==> src/rtl/bcd_pkg.sv <==
package bcd_pkg;

  typedef enum logic [1:0] {
    OP_ADD  = 2'd0,
    OP_ADDC = 2'd1,
    OP_SUB  = 2'd2,
    OP_SUBB = 2'd3
  } bcdOp_e;

  // strobes from control to datapath
  typedef struct packed {
    logic isSub;
    logic chainIn;
    logic wordSel;
    logic capture;
  } bcdStrobe_t;

endpackage

==> src/rtl/bcd_digit_slice.sv <==
module bcd_digit_slice (
  input  logic       isSub,
  input  logic [3:0] aDig,
  input  logic [3:0] bDig,
  input  logic       chainIn,
  output logic [3:0] resDig,
  output logic       chainOut
);

  logic [4:0] rawVal;
  logic [4:0] fixedVal;
  logic       needFix;

  always_comb begin
    if (isSub) begin
      rawVal   = {1'b0, aDig} - {1'b0, bDig} - {4'b0, chainIn};
      needFix  = rawVal[4];
      fixedVal = needFix ? (rawVal - 5'd6) : rawVal;
    end else begin
      rawVal   = {1'b0, aDig} + {1'b0, bDig} + {4'b0, chainIn};
      needFix  = (rawVal > 5'd9);
      fixedVal = needFix ? (rawVal + 5'd6) : rawVal;
    end
    resDig   = fixedVal[3:0];
    chainOut = needFix;
  end

  // valid decimal digits in give a valid decimal digit out
  always_comb begin
    if (aDig <= 4'd9 && bDig <= 4'd9) begin
      digit_range_chk: assert (resDig <= 4'd9);
    end
  end

endmodule

==> src/rtl/bcd_datapath.sv <==
module bcd_datapath
  import bcd_pkg::*;
#(
  parameter int NUM_DIGITS    = 4,
  parameter int NARROW_DIGITS = 2
) (
  input  logic                    clk,
  input  logic                    rstN,
  input  bcdStrobe_t              strb,
  input  logic [4*NUM_DIGITS-1:0] dstOp,
  input  logic [4*NUM_DIGITS-1:0] srcOp,
  output logic [4*NUM_DIGITS-1:0] resReg,
  output logic                    carryReg,
  output logic                    zeroReg
);

  localparam int W = 4 * NUM_DIGITS;

  logic [NUM_DIGITS:0] chain;
  logic [W-1:0]        rawRes;
  logic [W-1:0]        keepMask;
  logic [W-1:0]        maskedRes;
  logic                topChain;
  logic                carryFlag;

  assign chain[0] = strb.chainIn;

  for (genvar g = 0; g < NUM_DIGITS; g++) begin : g_digit
    bcd_digit_slice u_slice (
      .isSub   (strb.isSub),
      .aDig    (dstOp[4*g +: 4]),
      .bDig    (srcOp[4*g +: 4]),
      .chainIn (chain[g]),
      .resDig  (rawRes[4*g +: 4]),
      .chainOut(chain[g+1])
    );
    if (g < NARROW_DIGITS) begin : g_low
      assign keepMask[4*g +: 4] = 4'hF;
    end else begin : g_high
      assign keepMask[4*g +: 4] = {4{strb.wordSel}};
    end
  end

  assign maskedRes = rawRes & keepMask;
  assign topChain  = strb.wordSel ? chain[NUM_DIGITS] : chain[NARROW_DIGITS];
  assign carryFlag = strb.isSub ? ~topChain : topChain;

  always_ff @(posedge clk or negedge rstN) begin
    if (!rstN) begin
      resReg   <= '0;
      carryReg <= 1'b0;
      zeroReg  <= 1'b0;
    end else if (strb.capture) begin
      resReg   <= maskedRes;
      carryReg <= carryFlag;
      zeroReg  <= (maskedRes == '0);
    end
  end

  localparam logic [W-1:0] UPPER_MASK = ~((W)'((64'd1 << (4 * NARROW_DIGITS)) - 64'd1));


  narrow_upper_zero_chk: assert property (@(posedge clk) disable iff (!rstN)
    (strb.capture && !strb.wordSel) |=> ((resReg & UPPER_MASK) == '0));


  result_hold_chk: assert property (@(posedge clk) disable iff (!rstN)
    !strb.capture |=> ($stable(resReg) && $stable(carryReg) && $stable(zeroReg)));


  zero_flag_chk: assert property (@(posedge clk) disable iff (!rstN)
    strb.capture |=> (zeroReg == (resReg == '0)));

endmodule

==> src/rtl/bcd_ctrl.sv <==
module bcd_ctrl
  import bcd_pkg::*;
(
  input  logic       clk,
  input  logic       rstN,
  input  logic       inValid,
  input  logic [1:0] opSel,
  input  logic       wordMode,
  input  logic       carryIn,
  output bcdStrobe_t strb,
  output logic       outValid
);

  bcdOp_e opCode;
  assign opCode = bcdOp_e'(opSel);

  always_comb begin
    strb.isSub   = (opCode == OP_SUB) || (opCode == OP_SUBB);
    strb.wordSel = wordMode;
    strb.capture = inValid;
    unique case (opCode)
      OP_ADDC: strb.chainIn = carryIn;
      OP_SUBB: strb.chainIn = ~carryIn;
      default: strb.chainIn = 1'b0;
    endcase
  end

  always_ff @(posedge clk or negedge rstN) begin
    if (!rstN) outValid <= 1'b0;
    else       outValid <= inValid;
  end


  valid_follow_chk: assert property (@(posedge clk) disable iff (!rstN)
    inValid |=> outValid);


  valid_idle_chk: assert property (@(posedge clk) disable iff (!rstN)
    !inValid |=> !outValid);

endmodule

==> src/rtl/bcd_arith_unit.sv <==
module bcd_arith_unit
  import bcd_pkg::*;
#(
  parameter int NUM_DIGITS    = 4,
  parameter int NARROW_DIGITS = 2
) (
  input  logic                    clk,
  input  logic                    rstN,
  input  logic                    inValid,
  input  logic [1:0]              opSel,
  input  logic                    wordMode,
  input  logic [4*NUM_DIGITS-1:0] dstOp,
  input  logic [4*NUM_DIGITS-1:0] srcOp,
  input  logic                    carryIn,
  output logic                    outValid,
  output logic [4*NUM_DIGITS-1:0] result,
  output logic                    carryOut,
  output logic                    zeroOut
);

  bcdStrobe_t strb;

  bcd_ctrl u_ctrl (
    .clk     (clk),
    .rstN    (rstN),
    .inValid (inValid),
    .opSel   (opSel),
    .wordMode(wordMode),
    .carryIn (carryIn),
    .strb    (strb),
    .outValid(outValid)
  );

  bcd_datapath #(
    .NUM_DIGITS   (NUM_DIGITS),
    .NARROW_DIGITS(NARROW_DIGITS)
  ) u_dp (
    .clk     (clk),
    .rstN    (rstN),
    .strb    (strb),
    .dstOp   (dstOp),
    .srcOp   (srcOp),
    .resReg  (result),
    .carryReg(carryOut),
    .zeroReg (zeroOut)
  );

endmodule

==> config.mk <==
export PLATFORM = sky130hd
export DESIGN_NAME = bcd_arith_unit
export DESIGN_NICKNAME = d
export VERILOG_FILES = /design/src/rtl/bcd_pkg.sv /design/src/rtl/bcd_digit_slice.sv /design/src/rtl/bcd_datapath.sv /design/src/rtl/bcd_ctrl.sv /design/src/rtl/bcd_arith_unit.sv
export SDC_FILE = /design/constraint.sdc
export NUM_CORES = 1
export LEC_CHECK = 0
export BUFFER_PORTS_ARGS = -buffer_cell sky130_fd_sc_hd__buf_2
export CAP_MARGIN = 20
export CORE_MARGIN = 1.5
export CORE_UTILIZATION = 25
export CTS_CLUSTER_DIAMETER = 50
export CTS_CLUSTER_SIZE = 14
export DETAILED_ROUTE_END_ITERATION = 12
export PLACE_DENSITY_LB_ADDON = 0.12
export SETUP_SLACK_MARGIN = 0.2
export SKIP_CTS_REPAIR_TIMING = 1
export SLEW_MARGIN = 20
export SYNTH_ARGS = -nofsm -noshare
export SYNTH_HDL_FRONTEND = slang
export SYNTH_HIERARCHICAL = 1
export SYNTH_SLANG_ARGS = --single-unit
==> constraint.sdc <==
create_clock -name clk -period 0.97 [get_ports clk]
set_input_delay 0.1455 -clock clk [delete_from_list [all_inputs] [get_ports clk]]
set_output_delay 0.1455 -clock clk [all_outputs]
set_load 0.03 [all_outputs]
==> results.py, run 1 <==
metrics = {
    "cells_and_area": {
        "final_nets": 638,
        "regArea_sq_um": 475,
        "fin_cells": 706,
        "multi_input_area_sq_mm": 0.00284,
        "diodes": 0,
        "area_delta_synth_final_pct": 65.9,
        "drive_gt1_share_pct": 54.1,
        "fillers": 1236,
    },
    "global_routing": {
        "use_met1_pct": 19.2,
        "grt_busiest_layer": "met2",
        "grt_max_degree": 50,
        "antenna_found_initial": 0,
        "gr-usage-met2_pct": 23.8,
        "grtUsageMet3_pct": 0.896,
        "gr-total-overflow": 0,
        "grt_use_total_pct": 13.9,
        "grt_pass1_wl_um": 14900,
        "grt_pass1_vias": 3142,
    },
    "drt": {
        "drt_iter0_markers": 68,
        "wl_um": 8830,
        "ant_nets": 0,
        "drt-vias-per-instance": 4.42,
        "wl_per_cell_um": 12.5,
        "drc_errors": 0,
        "drtPass1Iterations": 4,
        "vias": 3123,
    },
    "place": {
        "dp_slack_ns": -7.03,
        "io_buffers": 57,
        "dpl.hpwl_um": 7510,
        "globalplace.congestion": 0.835,
        "dp.cells": 689,
    },
    "worst_setup_path": {
        "reg2reg_from": "u_dp/resReg[5]$_DFFE_PN0P_",
        "reg2reg_to": "u_dp/resReg[5]$_DFFE_PN0P_",
        "crit_top_cell": "fa_2",
        "path_max_fanout": 4,
        "setup.worst_path.end_class": "flip-flop",
        "worst_setup_path_start_kind": "primary input",
        "crit_required_ns": 1.11,
        "crit_type": "in -> reg",
        "rr_worst_depth": 2,
        "ff2ff_setup_slack_ns": 0.07,
        "worstPathArrival_ns": 7.77,
        "worst_path_largest_cell_delay_ns": 0.57,
        "cp_slowest_cell": "fa_2",
    },
    "synthesis": {
        "syn_area_per_cell_sq_um": 8.73,
        "ys_seq_elements": 19,
        "syn_inst": 359,
        "synth_top_area_cell": "ha_1",
        "netlist_area_sq_mm": 0.00314,
        "synth_cell_types": 40,
        "synth-seq-area-share_pct": 15.2,
        "synth_top_area_share_pct": 17.6,
        "synth.area.top_cells": "ha_1 (18%), dfrtp_1 (15%), fa_1 (10%)",
        "syn-num-nets": 458,
        "ys_warn_count": 6,
    },
    "timing": {
        "tightest_slew_ns": 0.516,
        "fin_ws_ns": -6.66,
        "report.final.slew_viol_count": 0,
        "finalCritPeriodShare_pct": 787,
        "fin_hold_ws_ns": -0.144,
        "min_period_ns": 7.63,
        "max_clock_freq_mhz": 131,
        "hold_violations": 19,
        "relSlewSlack_pct": 65.6,
        "finClkSkew_ns": 0,
        "setup_viol_count_final": 18,
        "rsz0062_at_grt": "true",
    },
    "hold_path": {
        "hold_path.class": "in -> async",
    },
    "die": {
        "die_area_sq_mm": 0.0132,
        "die_x_um": 115,
        "die_y_um": 115,
        "rows": 40,
        "core_area_sq_mm": 0.0121,
        "start_util_pct": 25.9,
        "io_pins": 58,
    },
    "clock_tree": {
        "htreeDepth": 1,
        "cts_sinks": 19,
        "path_clk_slew_ns": 0.06,
        "cts_max_path_buffers": 2,
        "cts-root-buf": "clkbuf_16",
        "cts_tree": "built",
        "cts_buffers": 3,
        "clock_latency_ns": 0.25,
    },
    "power": {
        "p_leak_nw": 2.49,
        "power.ir.vdd_worst_mv": 0.822,
        "p_per_area_mw_per_mm2": 1510,
    },
    "outcome": {
        "violations": "hold timing, setup timing",
        "status": "finished with violations",
    },
    "run": {
        "drv_cap": 0,
    },
}
[cell usage in the layout (no fill, tap or decap), drive strengths merged, types with 8 or more instances in the layout]
| cell type | Yosys | layout |
|---|---|---|
| inv | 49 | 49 |
| buf | 5 | 186 |
| o21ai | 20 | 20 |
| nor2 | 12 | 12 |
| nand2 | 24 | 24 |
| mux2 | 9 | 9 |
| xnor2 | 9 | 9 |
| xor2 | 13 | 13 |
| fa | 16 | 16 |
| a21oi | 20 | 20 |
| ha | 44 | 44 |
| dfrtp | 19 | 19 |
| nand2b | 12 | 12 |
| nand3 | 12 | 12 |
| a32oi | 8 | 8 |
| and2b | 8 | 8 |
| mux2i | 13 | 13 |
[per-stage QoR]
step                      area (sq um)  total power, mW  TNS [ns]  util (%)
after global placement            4770             6.29    -80.73      39.4
final                             5200             7.85    -76.07      42.9
after CTS                         4850             7.29    -77.14      40.0
after detailed placement          4770             6.33    -81.68      39.4
after global routing              5200             8.50    -79.87      42.9
after floorplan                   3450             4.28    -71.85         -
[where the power goes]
group	internal, mW	total (mW)	switching, mW
registers	0.997	1.15	0.154
clock network	0.561	0.900	0.339
logic	3.14	5.80	2.66
[state kept, by name (all words and copies together) (netlist names)]
register	flops
u_dp/zeroReg	1
u_ctrl/outValid	1
u_dp/resReg	16
u_dp/carryReg	1
[cell usage after synthesis (all sizes together)]
cell / number
fa: 16
xnor2: 9
a211o: 4
xor2: 13
ha: 44
or3: 4
nor2: 12
or4: 4
a31o: 4
mux2i: 13
o21ai: 20
mux2: 9
nand2b: 12
nor3: 5
and2b: 8
a21oi: 20
nand2: 24
a31oi: 4
or2b: 4
o22ai: 1
clkbuf: 6
o31ai: 4
and2: 1
a221oi: 4
buf: 5
a21boi: 1
nor4: 3
o31a: 4
a32oi: 8
and3b: 4
inv: 49
nand3: 12
nand4b: 1
nand3b: 4
and3: 4
dfrtp: 19
[cells by family (layout without fill, tap and decap cells)]
logic type	after synthesis	in the layout	synth area share (%)
simple gates	102	102	19.4
fa+ha+maj	60	60	27.8
buf+inv	60	239	7.74
xor+xnor	22	22	6.15
mux	22	22	7.50
flops	19	19	15.2
compound gates	74	74	16.2
[worst max path at each step]
stage / from / to / slack (ns) / depth (start not counted)
finish: carryIn / u_dp/zeroReg$_DFFE_PN0P_ / -6.66 / 36
global route: carryIn / u_dp/zeroReg$_DFFE_PN0P_ / -6.95 / 37
CTS: carryIn / u_dp/zeroReg$_DFFE_PN0P_ / -6.80 / 36
detailed placement: carryIn / u_dp/zeroReg$_DFFE_PN0P_ / -7.03 / 34
global placement: carryIn / u_dp/zeroReg$_DFFE_PN0P_ / -6.93 / 36
floorplan: carryIn / u_dp/zeroReg$_DFFE_PN0P_ / -6.48 / 33
[metal layers]
metal  share of wire (%)  vias up  wire (um)
li1                    -     1601          -
met1                  48     1457       4250
met2                  48       57       4230
met3                 2.8        8        249
met4                 1.2        0        104
met5                   0        -          0
[worst max-delay path: cells and delay by family]
kind            cells  cell delay (ns)
fa+ha+maj          10             3.59
simple gates        6             1.10
buf+inv             7             0.54
xor+xnor            3             0.40
compound gates     10             1.97
[layout make-up]
| class | instances | share of cell area, % |
|---|---|---|
| Multi-Input combinational cell | 280 | 54.7 |
| Timing Repair Buffer | 186 | 27.1 |
| Sequential cell | 19 | 9.14 |
| Tap cell | 168 | 4.04 |
| Inverter | 49 | 3.54 |
| Clock buffer | 4 | 1.52 |
Note: power is estimated with default switching activity, not from simulation.
==> run 2: changes to the inputs <==
==> constraint.sdc (replaced) <==
create_clock -name clk -period 6.8 [get_ports clk]
set_input_delay 1.02 -clock clk [delete_from_list [all_inputs] [get_ports clk]]
set_output_delay 1.02 -clock clk [all_outputs]
set_load 0.03 [all_outputs]
==> run 2 against run 1 <==
Against the previous run:
- first-iteration DRC count down 35%
- global-route usage shrank 1.3 points
- sequential share of layout area rose by 1.2 points
- clock power down 87%
- clock-buffer cell count unchanged
- via count shrank 7.8%
- largest cell class unchanged
- the flow finishes with violations (setup timing)
- combinational power decreased by 88%
- critical path type unchanged
- design area is 12% lower
==> results.py, run 2 (same netlist as run 1, synthesis figures left out) <==
metrics = {
    "outcome": {
        "status": "finished with violations",
        "violations": "setup timing",
    },
    "cells_and_area": {
        "final_cell_area_sq_mm": 0.00459,
        "fin_cells": 654,
        "drive_gt1_share_pct": 47.1,
        "largest_register_ffs": 16,
        "area_delta_synth_final_pct": 46.5,
        "final_cell_mix": "buf_4 (76), buf_2 (55), inv_1 (43)",
        "final_nets": 586,
        "layout_commonest_cell": "buf_4",
        "top_register": "u_dp/resReg",
        "diodes": 0,
    },
    "hold_path": {
        "whs_endpoint": "u_dp/resReg[5]$_DFFE_PN0P_",
        "hold_path.class": "reg -> reg",
        "hold_depth": 1,
        "hp-start": "u_dp/resReg[5]$_DFFE_PN0P_",
    },
    "timing": {
        "rsz0062_at_grt": "true",
        "relSlewSlack_pct": 65.0,
        "finClkSkew_ns": 0,
        "finalCritPeriodShare_pct": 123,
        "fin_ws_ns": -1.59,
        "setup_viol_count_final": 7,
        "max_clock_freq_mhz": 119,
        "min_period_ns": 8.39,
        "tightest_slew_ns": 0.525,
        "hold_violations": 0,
        "report.final.slew_viol_count": 0,
    },
    "drt": {
        "drt-vias-per-instance": 4.40,
        "wl_um": 8150,
        "drtPass1Iterations": 4,
        "drc_errors": 0,
        "vias": 2879,
        "drt_iter0_markers": 44,
        "ant_nets": 0,
        "wl_per_cell_um": 12.5,
    },
    "worst_setup_path": {
        "worst_setup_path_start_kind": "primary input",
        "crit_top_cell": "fa_2",
        "worst_path_largest_cell_delay_ns": 0.58,
        "cp_slowest_cell": "fa_2",
        "ff2ff_setup_slack_ns": 6.02,
        "crit_required_ns": 6.91,
        "reg2reg_from": "u_dp/carryReg$_DFFE_PN0P_",
        "reg2reg_to": "u_dp/carryReg$_DFFE_PN0P_",
        "crit_type": "in -> reg",
        "path_max_fanout": 3,
        "worstPathArrival_ns": 8.50,
        "setup.worst_path.end_class": "flip-flop",
        "rr_worst_depth": 1,
    },
    "place": {
        "dp_slack_ns": -2.15,
        "dp.cells": 638,
        "placed_cell_area_sq_mm": 0.00432,
        "globalplace.congestion": 0.805,
        "io_buffers": 57,
        "dpl.hpwl_um": 6980,
    },
    "clock_tree": {
        "cts_tree": "built",
        "cts-root-buf": "clkbuf_16",
        "path_clk_slew_ns": 0.05,
        "cts_max_path_buffers": 2,
        "cts_buffers": 3,
        "cts_sinks": 19,
        "clock_latency_ns": 0.25,
        "htreeDepth": 1,
    },
    "die": {
        "core_area_sq_mm": 0.0121,
        "start_util_pct": 25.9,
        "io_pins": 58,
        "die_y_um": 115,
        "rows": 40,
        "die_area_sq_mm": 0.0132,
        "die_x_um": 115,
    },
    "global_routing": {
        "grt_use_total_pct": 12.6,
        "grt_pass1_vias": 2893,
        "grt_max_degree": 50,
        "gr-total-overflow": 0,
        "grt_pass1_wl_um": 13700,
        "antenna_found_initial": 0,
    },
    "power": {
        "power.ir.vdd_worst_mv": 0.109,
        "p_per_area_mw_per_mm2": 217,
        "finalPower_uw": 995,
        "p_leak_nw": 2.19,
    },
    "run": {
        "drv_cap": 0,
    },
}
-- run 2: cell count changes in the layout (fill, tap and decap cells not counted), moves of 3 or more --
cell / delta
buf_2: +19
buf_4: -49
buf_6: -21
ha_1: +3
ha_4: -3
mux2_2: +4
mux2_4: -4
mux2i_1: +4
mux2i_2: -4
nand3_1: +3
nand3_2: -3
-- run 2: worst max-delay path, delay by kind of cell --
family                   cells  cell delay (ns)
adder cells (fa/ha/maj)     11             3.79
AO/OA/AOI/OAI                9             1.86
AND/OR/NAND/NOR              5             0.94
XOR/XNOR                     3             0.45
buffers and inverters        6             0.42
-- run 2: layout make-up --
class                      count  area, sq um
tap                          168          210
fill                        1271         7520
inverter                      49          184
clock buffer                   4         78.8
timing repair buffer         134          880
sequential                    19          475
multi-input combinational    280         2770
-- run 2: through the flow --
step | setup TNS (ns) | hold WS (ns) | utilization [%]
floorplan | -7.26 | 0.648 | -
global placement | -11.20 | 0.493 | 35.7
detailed placement | -11.72 | 0.492 | 35.7
CTS | -9.63 | 0.511 | 36.3
global route | -10.48 | 0.542 | 37.9
finish | -8.19 | 0.503 | 37.9
-- run 2: per-layer routing --
metal,routed length (um),global-route usage (%),vias up
li1,-,-,1504
met1,4030,17.7,1319
met2,3760,21.5,52
met3,293,1.69,4
met4,68,1.32,0
met5,0,0,-
-- run 2: worst max path at each step --
stage	cells after the start	to	slack [ns]	startpoint
after floorplan	33	u_dp/zeroReg$_DFFE_PN0P_	-1.52	carryIn
after global placement	32	u_dp/zeroReg$_DFFE_PN0P_	-2.06	carryIn
after detailed placement	32	u_dp/zeroReg$_DFFE_PN0P_	-2.15	carryIn
after CTS	32	u_dp/zeroReg$_DFFE_PN0P_	-1.90	carryIn
after global routing	34	u_dp/zeroReg$_DFFE_PN0P_	-1.92	carryIn
final	34	u_dp/zeroReg$_DFFE_PN0P_	-1.59	carryIn
-- run 2: power breakdown --
group	switching (mW)	total (mW)	leakage, nW	internal, mW
clock	0.0402	0.120	0.0382	0.0796
combinational	0.360	0.716	1.92	0.356
sequential	0.0173	0.159	0.233	0.142
total	0.417	0.995	2.19	0.578
==> run 3: changes to the inputs <==
--- a/config.mk
+++ b/config.mk
@@ -12,7 +12,7 @@
 export CTS_CLUSTER_DIAMETER = 50
 export CTS_CLUSTER_SIZE = 14
 export DETAILED_ROUTE_END_ITERATION = 12
-export PLACE_DENSITY_LB_ADDON = 0.12
+export PLACE_DENSITY_LB_ADDON = 0.2
 export SETUP_SLACK_MARGIN = 0.2
 export SKIP_CTS_REPAIR_TIMING = 1
 export SLEW_MARGIN = 20
==> run 3 against run 2 <==
Against the previous run:
- the run still ends with setup timing left
- first-iteration DRC count grew 77%
- die area unchanged
- via count grew 2.7%
- cell count is 0.15% higher
- flip-flop and latch count is the same
- largest power group unchanged
- global-route usage is 0.32 points lower
- clock-buffer cell count unchanged
- critical endpoint unchanged
==> results.py, run 3 (same netlist as run 1, synthesis figures left out) <==
metrics = {
    "worst_setup_path": {
        "rr_worst_depth": 1,
        "reg2reg_from": "u_dp/carryReg$_DFFE_PN0P_",
        "crit_family": "adder cells",
        "ff2ff_setup_slack_ns": 6.03,
        "worstPathArrival_ns": 8.49,
        "crit_top_cell": "fa_2",
        "crit_required_ns": 6.91,
        "crit_type": "in -> reg",
        "path_max_fanout": 3,
        "critical_path_buf_inv_count": 4,
        "worst_path_largest_cell_delay_ns": 0.56,
        "reg2reg_to": "u_dp/carryReg$_DFFE_PN0P_",
        "cp_slowest_cell": "fa_2",
        "setup.worst_path.end_class": "flip-flop",
        "worst_setup_path_start_kind": "primary input",
    },
    "cells_and_area": {
        "final_nets": 587,
        "drive_gt1_share_pct": 46.8,
        "final_cell_mix": "buf_4 (76), buf_2 (55), inv_1 (41)",
        "top_register": "u_dp/resReg",
        "fin_util_pct": 37.9,
        "diodes": 0,
        "multi_input_area_sq_mm": 0.00275,
        "largest_register_ffs": 16,
        "area_delta_synth_final_pct": 46.3,
        "fillers": 1284,
        "layout_commonest_cell": "buf_4",
        "regArea_sq_um": 475,
    },
    "clock_tree": {
        "cts_buffers": 3,
        "path_clk_slew_ns": 0.05,
        "htreeDepth": 1,
        "cts_sinks": 19,
        "clock_latency_ns": 0.25,
        "cts_tree": "built",
        "cts-root-buf": "clkbuf_16",
        "cts_max_path_buffers": 2,
    },
    "drt": {
        "wl_per_cell_um": 12.4,
        "vias": 2957,
        "drt-vias-per-instance": 4.51,
        "drtPass1Iterations": 4,
        "drt_iter0_markers": 78,
        "wl_um": 8150,
        "drc_errors": 0,
        "ant_nets": 0,
    },
    "global_routing": {
        "grt_use_total_pct": 12.3,
        "grt_max_degree": 50,
        "gr-total-overflow": 0,
        "grt_pass1_vias": 2874,
        "grt_pass1_wl_um": 13300,
        "antenna_found_initial": 0,
    },
    "power": {
        "power.ir.vdd_worst_mv": 0.139,
        "p_leak_nw": 2.20,
        "p_per_area_mw_per_mm2": 218,
    },
    "hold_path": {
        "whs_endpoint": "u_dp/resReg[4]$_DFFE_PN0P_",
        "hold_depth": 1,
        "hold_path.class": "reg -> reg",
        "hp-start": "u_dp/resReg[4]$_DFFE_PN0P_",
    },
    "timing": {
        "report.final.slew_viol_count": 0,
        "min_period_ns": 8.38,
        "rsz0062_at_grt": "true",
        "relSlewSlack_pct": 64.6,
        "max_clock_freq_mhz": 119,
        "tightest_slew_ns": 0.532,
        "fin_hold_ws_ns": 0.502,
        "fin_ws_ns": -1.58,
        "finalCritPeriodShare_pct": 123,
        "setup_viol_count_final": 7,
        "hold_violations": 0,
        "finClkSkew_ns": 0,
    },
    "die": {
        "die_x_um": 115,
        "core_area_sq_mm": 0.0121,
        "start_util_pct": 25.9,
        "die_y_um": 115,
        "die_area_sq_mm": 0.0132,
        "rows": 40,
        "io_pins": 58,
    },
    "outcome": {
        "violations": "setup timing",
        "status": "finished with violations",
    },
    "place": {
        "globalplace.congestion": 0.758,
        "dp_slack_ns": -1.91,
        "dpl.hpwl_um": 6900,
        "io_buffers": 57,
    },
    "run": {
        "drv_cap": 0,
    },
}
[run 3: cell types whose count changed in the layout (fill, tap and decap cells not counted), sizes merged]
| cell | change |
|---|---|
| buf | +1 |
[run 3: worst max-delay path by stage]
| stage | startpoint | end | slack, ns | depth (start not counted) |
|---|---|---|---|---|
| 2_1_floorplan | carryIn | u_dp/zeroReg$_DFFE_PN0P_ | -1.52 | 33 |
| 3_3_place_gp | carryIn | u_dp/zeroReg$_DFFE_PN0P_ | -1.85 | 33 |
| 3_5_place_dp | carryIn | u_dp/zeroReg$_DFFE_PN0P_ | -1.91 | 33 |
| 4_1_cts | carryIn | u_dp/zeroReg$_DFFE_PN0P_ | -1.69 | 33 |
| 5_1_grt | carryIn | u_dp/zeroReg$_DFFE_PN0P_ | -1.87 | 35 |
| 6_report | carryIn | u_dp/zeroReg$_DFFE_PN0P_ | -1.58 | 33 |
[run 3: cell type report]
type	instances	share of cell area, %
sequential	19	10.4
inverter	49	4.01
tap	168	4.58
multi-input combinational	280	59.9
clock buffer	4	1.72
timing repair buffer	135	19.4
[run 3: stage by stage]
step	instances	total power, mW	TNS, ns	instance area [sq um]
after floorplan	359	0.599	-7.26	3400
after global placement	639	0.831	-10.17	4330
after detailed placement	639	0.837	-10.61	4330
after CTS	643	0.963	-8.74	4410
after global routing	655	1.08	-10.40	4590
final	655	1.00	-8.13	4590
[run 3: metal layers]
layer | vias up | track usage [%] | wire [um] | part of all wire [%]
met1 | 1413 | 18.0 | 4150 | 51
met2 | 48 | 20.2 | 3680 | 45
li1 | 1494 | - | - | -
met3 | 2 | 1.85 | 292 | 3.6
met5 | - | 0 | 0 | 0
met4 | 0 | 0.576 | 26 | 0.32
[run 3: report_power, final]
group          switching [mW]  internal (mW)
logic                   0.361          0.360
clock network          0.0398         0.0796
registers              0.0170          0.142
